[src/rtl/moving_sum_window.sv]
module moving_sum_window #(
  parameter int DATA_W = 12,
  parameter int WIN    = 50
) (
  input  logic                              clk,
  input  logic                              rst,
  input  logic                              in_valid,
  input  logic [DATA_W-1:0]                 in_data,
  output logic                              out_valid,
  output logic [DATA_W+$clog2(WIN)-1:0]     out_sum,
  output logic [DATA_W-1:0]                 out_avg
);
  localparam int PTR_W  = $clog2(WIN);
  localparam int CNT_W  = $clog2(WIN + 1);
  localparam int SUM_W  = DATA_W + $clog2(WIN);
  localparam int SHIFT  = SUM_W + $clog2(WIN);
  localparam int PROD_W = SUM_W + SHIFT;
  localparam longint unsigned MULT    = ((64'd1 << SHIFT) + WIN - 1) / WIN;
  localparam longint unsigned SUM_MAX = longint'(WIN) * ((64'd1 << DATA_W) - 1);

  logic [DATA_W-1:0] mem [WIN];
  logic [DATA_W-1:0] rd_q;
  logic [PTR_W-1:0]  ptr;
  logic [CNT_W-1:0]  fill;
  logic              s1_valid, s1_old_ok;
  logic [DATA_W-1:0] s1_data;
  logic [SUM_W-1:0]  sum_q;

  // read-before-write on the same address: rd_q receives the oldest sample
  always_ff @(posedge clk) begin
    if (in_valid) begin
      rd_q     <= mem[ptr];
      mem[ptr] <= in_data;
    end
  end

  always_ff @(posedge clk) begin
    if (rst) begin
      ptr       <= '0;
      fill      <= '0;
      s1_valid  <= 1'b0;
      s1_old_ok <= 1'b0;
      s1_data   <= '0;
      sum_q     <= '0;
      out_valid <= 1'b0;
    end else begin
      s1_valid <= in_valid;
      if (in_valid) begin
        ptr       <= (ptr == PTR_W'(WIN - 1)) ? '0 : ptr + 1'b1;
        fill      <= (fill == CNT_W'(WIN)) ? fill : fill + 1'b1;
        s1_old_ok <= (fill == CNT_W'(WIN));
        s1_data   <= in_data;
      end
      if (s1_valid)
        sum_q <= sum_q + SUM_W'(s1_data) - (s1_old_ok ? SUM_W'(rd_q) : '0);
      out_valid <= s1_valid;
    end
  end

  assign out_sum = sum_q;
  assign out_avg = DATA_W'((PROD_W'(sum_q) * PROD_W'(MULT)) >> SHIFT);

  a_r6_ptr_range: assert property (@(posedge clk) disable iff (rst)
    int'(ptr) < WIN);
  a_r3_fill_sat: assert property (@(posedge clk) disable iff (rst)
    int'(fill) <= WIN);
  a_r4_idle_hold: assert property (@(posedge clk) disable iff (rst)
    !in_valid |=> $stable(ptr) && $stable(fill));
  a_r7_sum_bound: assert property (@(posedge clk) disable iff (rst)
    longint'(sum_q) <= SUM_MAX);
  a_r3_empty_zero: assert property (@(posedge clk) disable iff (rst)
    (fill == '0) |-> (sum_q == '0));

  always_comb begin
    if (!rst && out_valid)
      a_r5_avg_div: assert (longint'(out_avg) * WIN <= longint'(out_sum) &&
                            longint'(out_sum) < (longint'(out_avg) + 1) * WIN);
  end
endmodule

[config.mk]
export PLATFORM = sky130hd
export DESIGN_NAME = moving_sum_window
export DESIGN_NICKNAME = d
export VERILOG_FILES = /design/src/rtl/moving_sum_window.sv
export SDC_FILE = /design/constraint.sdc
export NUM_CORES = 1
export LEC_CHECK = 0
export ABC_AREA = 1
export BUFFER_PORTS_ARGS = -buffer_cell sky130_fd_sc_hd__buf_2
export CAP_MARGIN = 20
export CORE_MARGIN = 2
export CORE_UTILIZATION = 40
export CTS_CLUSTER_DIAMETER = 50
export DETAILED_ROUTE_END_ITERATION = 10
export GPL_TIMING_DRIVEN = 0
export PLACE_DENSITY = 0.65
export SYNTH_ARGS = -nofsm -noshare
export SYNTH_HDL_FRONTEND = slang
export SYNTH_SLANG_ARGS = --single-unit
[constraint.sdc]
create_clock -name clk -period 6.6 [get_ports clk]
set_input_delay 1.32 -clock clk [delete_from_list [all_inputs] [get_ports clk]]
set_output_delay 1.32 -clock clk [all_outputs]
set_load 0.02 [all_outputs]
======== Word-level counts from Yosys, hierarchy flattened ========
Memory sizes are Yosys's and may differ from the RTL's. A register that Yosys moved wholly into a read port is not among the register bits.
Index checks and enable logic that the tools add are counted.
word-level totals
  RAM bits ................................ 600
  memories kept ........................... 1
  word-level logic and storage cells ...... 21
  register bits after elaboration ......... 45
  input bits .............................. 15
memories
  name  depth  bits a word  read ports  clocked after memory_dff  wr ports  RTL line  source
  mem   50     12           1           1                         1         21        logic [DATA_W-1:0] mem [WIN];
operators by class
  multipliers ............................. 1
  reductions and logical operators ........ 1
  multiplexer cells ....................... 4
  eq/ne operators ......................... 2
  add/sub/neg operators ................... 4
  bitwise gates (word level) .............. 1
operator list
  operator                                                                count
  18-bit by 19-bit multiplier with 36-bit output (second input constant)  1
  18-bit by 12-bit adder with 18-bit output                               1
  18-bit by 12-bit subtractor with 18-bit output                          1
  6-bit by 1-bit adder with 6-bit output (second input constant)          2
  6-bit equality test (second input constant)                             2
  12-bit two-way mux                                                      1
  6-bit two-way mux                                                       1
  1-bit two-way mux                                                       2
  2-bit AND reduction                                                     1
  1-bit inverter                                                          1

======== Longest topological paths before layout ========
  depth in word-level cells ............... 3
  depth in mapped cells ................... 23
  gate-level depth less buffers ........... 23

======== Worst setup path before layout ========
No wires, ideal clock.
  kind .................................... register to output
  from .................................... register sum_q[7] (netlist: out_sum[7])
  to ...................................... output out_avg[4]
  data required time ...................... 5,280 ps
  stages on the path, launching flop included .. 20
  slack ................................... 494 ps
  arrival ................................. 4,786 ps
  cells stage by stage .................... dfxtp_1 > fa_1 > inv_1 > fa_1 > inv_1 > fa_1 > fa_1 > fa_1 > inv_1 > fa_1 > inv_1 > ha_1 > nand2_1 > nor2_1 > inv_1 > nor4_1 > nand2_1 > nand2_1 > nand2_1 > nand2_1
on the way
  word-level cells in the longest chain between the ends .. 1
ends and longest elaborated chain
  what                                            RTL line  source
  start, declared                                 27        logic [SUM_W-1:0] sum_q;
  start signal, assigned                          55        sum_q <= sum_q + SUM_W'(s1_data) - (s1_old_ok ? SUM_W'(rd_q) : '0);
  18-bit by 19-bit multiplier with 36-bit output  61        assign out_avg = DATA_W'((PROD_W'(sum_q) * PROD_W'(MULT)) >> SHIFT);
  end, declared                                   11        output logic [DATA_W-1:0] out_avg
Every way passes these cells.

======== Worst setup path after layout ========
  from .................................... register sum_q[8] (netlist: out_sum[8])
  to ...................................... output out_avg[10]
The elaborated chain is that of the path after synthesis.

==> run_results.csv <==
group,metric,value,unit
status,outcome,"finished with violations",
status,violations,"negative setup slack",
yosys,synth.distinct_cells,38,
yosys,synthTopCellsByArea,"edfxtp_1 54%, nand2_1 13%, fa_1 7.6%",
clocking,cts.path.max_buffers,3,
layout,multiInputGateArea,13200,um^2
yosys,synth.avg_cell_area,10.1,um^2
floorplanning,row_count,106,
global_route,grt_usage,0.239,
pwr,pwr-share-clk,0.260,
worst_setup_path,critical-path-top-delay-family,"adder cells",
yosys,syn_nets,3663,
worst_setup_path,start_kind,"flop",
yosys,ys_ff_latch,657,
timing,maxSlewHeadroom,0.250,
place,globalplace.congestion,1.00,
layout,drive_gt1_frac,0.136,
timing,post-route-period-util,1.03,
worst_setup_path,cp_max_fo,3,
detailed_routing,wl,105000,um
hold_path,hold_class,"reg -> reg",
place,portBuffers,45,
layout,nets,3865,
pwr,p_leak,16.7,nW
yosys,synth_edf_count,612,
yosys,synthCells,3348,
detailed_routing,avgRoutedWirePerCell,22.1,um
worst_setup_path,worst_setup_path_end_kind,"output pin",
clocking,worstSkewPairLatency,0.62,ns
timing,hold_slack,0.484,ns
floorplanning,die_h,295,um
worst_setup_path,path_class,"reg -> out",
global_route,antenna_found_initial,2,
pwr,p_int,0.00909,W
global_route,grt_max_degree,52,
clocking,clk_pin_slew,0.06,ns
layout,seqCellArea,19300,um^2
clocking,cts_tree,"done",
clocking,ctsHoldBuffers,0,
run,drv_cap,0,
timing,clock_skew,0.0285,ns
layout,final_common_cell,"nand2_1",
detailed_routing,ant_nets,0,
timing,setup_ws,-0.197,ns
timing,tightest_slew,1.12,ns
pwr,vdd_drop_max,628,uV
clocking,h-tree-depth,3,
layout,fillers,7632,
pwr,p_sw_frac,0.375,
yosys,async_flop_share,0,
place,place_inst,4571,
timing,period_needed,6.80,ns
yosys,ys_warn_count,0,
global_route,grt_pass1_vias,23186,
pwr,netSwitchingPower,0.00546,W
floorplanning,die-area,87100,um^2
timing,fmax,147,MHz
worst_setup_path,cp_slowest_cell,"fa_1",
detailed_routing,dr.pass1.iters,6,
yosys,ys_seq_area_frac,0.569,
clocking,cts_buffers,67,
layout,syn_to_final_growth,16.9,%
clocking,cts.sinks,657,
clocking,clockRootBuffer,"clkbuf_16",
detailed_routing,vias,24848,
pwr,seq_power_share,0.318,
floorplanning,start_util,0.404,
floorplanning,num_io_pins,46,
floorplanning,coreArea,83800,um^2
global_route,grt_pass1_wl,151000,um
detailed_routing,drc,0,
yosys,synth_top_cell_by_area,"edfxtp_1",
detailed_routing,vias_per_cell,5.25,
worst_setup_path,cpPeakStageDelay,0.57,ns
layout,layout.cells.non_filler,4730,
global_route,grt_overflow,0,
timing,final-max-slew-violation-count,0,
detailed_routing,drtIter0Drc,2903,
yosys,ys_dominant_reg_cell,"edfxtp_1",
worst_setup_path,path_cells,"fa_1 -> inv_2 -> fa_1 -> inv_2 -> fa_2 -> fa_2 -> fa_1 -> inv_1 -> fa_1 -> inv_2 -> ha_4 -> nand2_4 -> nor2_4 -> inv_2 -> nor3_2 -> nand2_1 -> nand2_2 -> nand2_2 -> nand2_1 -> nand2_1 -> nand2_1 -> buf_6",
timing,finalSetupViolCount,11,
yosys,synth_area,33900,um^2
worst_setup_path,cp.arrival,5.48,ns
pwr,p_per_area,367,nW/um^2
pwr,power_frac_comb,0.422,
floorplanning,die_w,295,um
timing,hold_violations,0,
place,hpwl,72400,um
worst_setup_path,critPathRequiredTime,5.28,ns
layout,layout_common_cells,"1116 x nand2_1, 612 x edfxtp_1, 385 x inv_1, 190 x nor2_1, 189 x a21oi_1",
yosys,yosysTopAreaCellShare,0.542,
timing,rsz0062_at_grt,"true",
worst_setup_path,crit_buf_inv,6,
[flip-flops by register name (all words and copies together), names as in the netlist]
name / count
fill: 6
mem: 600
out_sum: 18
out_valid: 1
ptr: 6
rd_q: 12
s1_data: 12
s1_old_ok: 1
s1_valid: 1
[synth_stat cells (6+ instances only)]
cell type	instances
nand4_1	21
fa_1	128
nor2_1	245
or2_1	11
inv_2	6
o21bai_1	6
nor3_1	11
buf_2	53
nand3_1	58
a22oi_1	15
inv_1	399
xor2_1	7
ha_1	172
buf_4	12
nand2_1	1149
clkbuf_1	29
o21ai_0	101
o21ai_1	10
dfxtp_1	45
a21oi_1	208
buf_1	14
edfxtp_1	612
[cell families after synthesis]
group                      share of synthesized area
adders and majority gates                      0.139
xor gates and xnor gates                     0.00284
DFF                                            0.569
AOI/OAI and AO/OA                             0.0539
and+or+nand+nor                                0.174
buffers and inverters                         0.0617
[area by class of cell]
cell class	instances	area share
Multi-Input combinational cell	2172	0.333
Tap cell	1134	0.0358
Clock buffer	78	0.0458
Timing Repair Buffer	133	0.0357
Inverter	407	0.0387
Buffer	112	0.0142
Clock inverter	36	0.00843
Sequential cell	657	0.488
Antenna cell	1	0.0000632
[repair_timing]
action / CTS / global route
setup endpoints to repair: 12 / 12
buffers inserted: 23 / 11
pin swaps: 33 / 40
gates resized for setup: 123 / 83
[worst register-to-register path, cell delays in order, from the launching register on]
cell	delay [ns]
dfxtp_1	0.32
buf_2	0.24
inv_2	0.30
buf_1	0.55
a21oi_1	0.12
o21ai_0	0.74
nand3_1	0.24
nand2_1	0.11
nand2_1	0.10
nor2_1	0.16
nand2_1	0.07
[routing by layer]
metal | share of wire | wire, um | track usage | vias to the layer above
met5 | 0.00026 | 27 | 0 | -
met4 | 0.057 | 6000 | 0.128 | 4
met3 | 0.10 | 10800 | 0.0441 | 276
met2 | 0.45 | 47100 | 0.376 | 1373
met1 | 0.39 | 40600 | 0.315 | 11875
li1 | - | - | - | 11320
[per-stage QoR]
step	cell area, um^2	power, W	worst slack [ns]	util	setup TNS (ns)
6_report	39600	0.0146	-0.197	0.473	-1.28
5_1_grt	39600	0.0153	-0.309	0.473	-3.06
4_1_cts	39000	0.0136	-0.211	0.466	-2.13
3_5_place_dp	36300	0.00901	-0.110	0.433	-0.461
3_3_place_gp	35500	0.00896	-0.0378	0.424	-0.141
2_1_floorplan	33900	0.00772	0.494	-	0
[path summary, 6_finish.rpt]
kind	startpoint	endpoint	slack, ns	cells past startpoint
max reg2reg	ptr[1]	rd_q[4]	3.40	10
min reg2reg	s1_data[0]	s1_data[0]	0.48	2
max	out_sum[8]	out_avg[10]	-0.20	22
min	s1_data[0]	s1_data[0]	0.48	2
[power by group through the flow]
stage / sequential [W] / combinational [W] / clock, W
final: 0.00463 / 0.00614 / 0.00378
after global routing: 0.00463 / 0.00674 / 0.00396
after CTS: 0.00463 / 0.00514 / 0.00379
after detailed placement: 0.00473 / 0.00428 / 0
after global placement: 0.00473 / 0.00423 / 0
after floorplan: 0.00472 / 0.00300 / 0
Power figures use the tool's default switching activity.
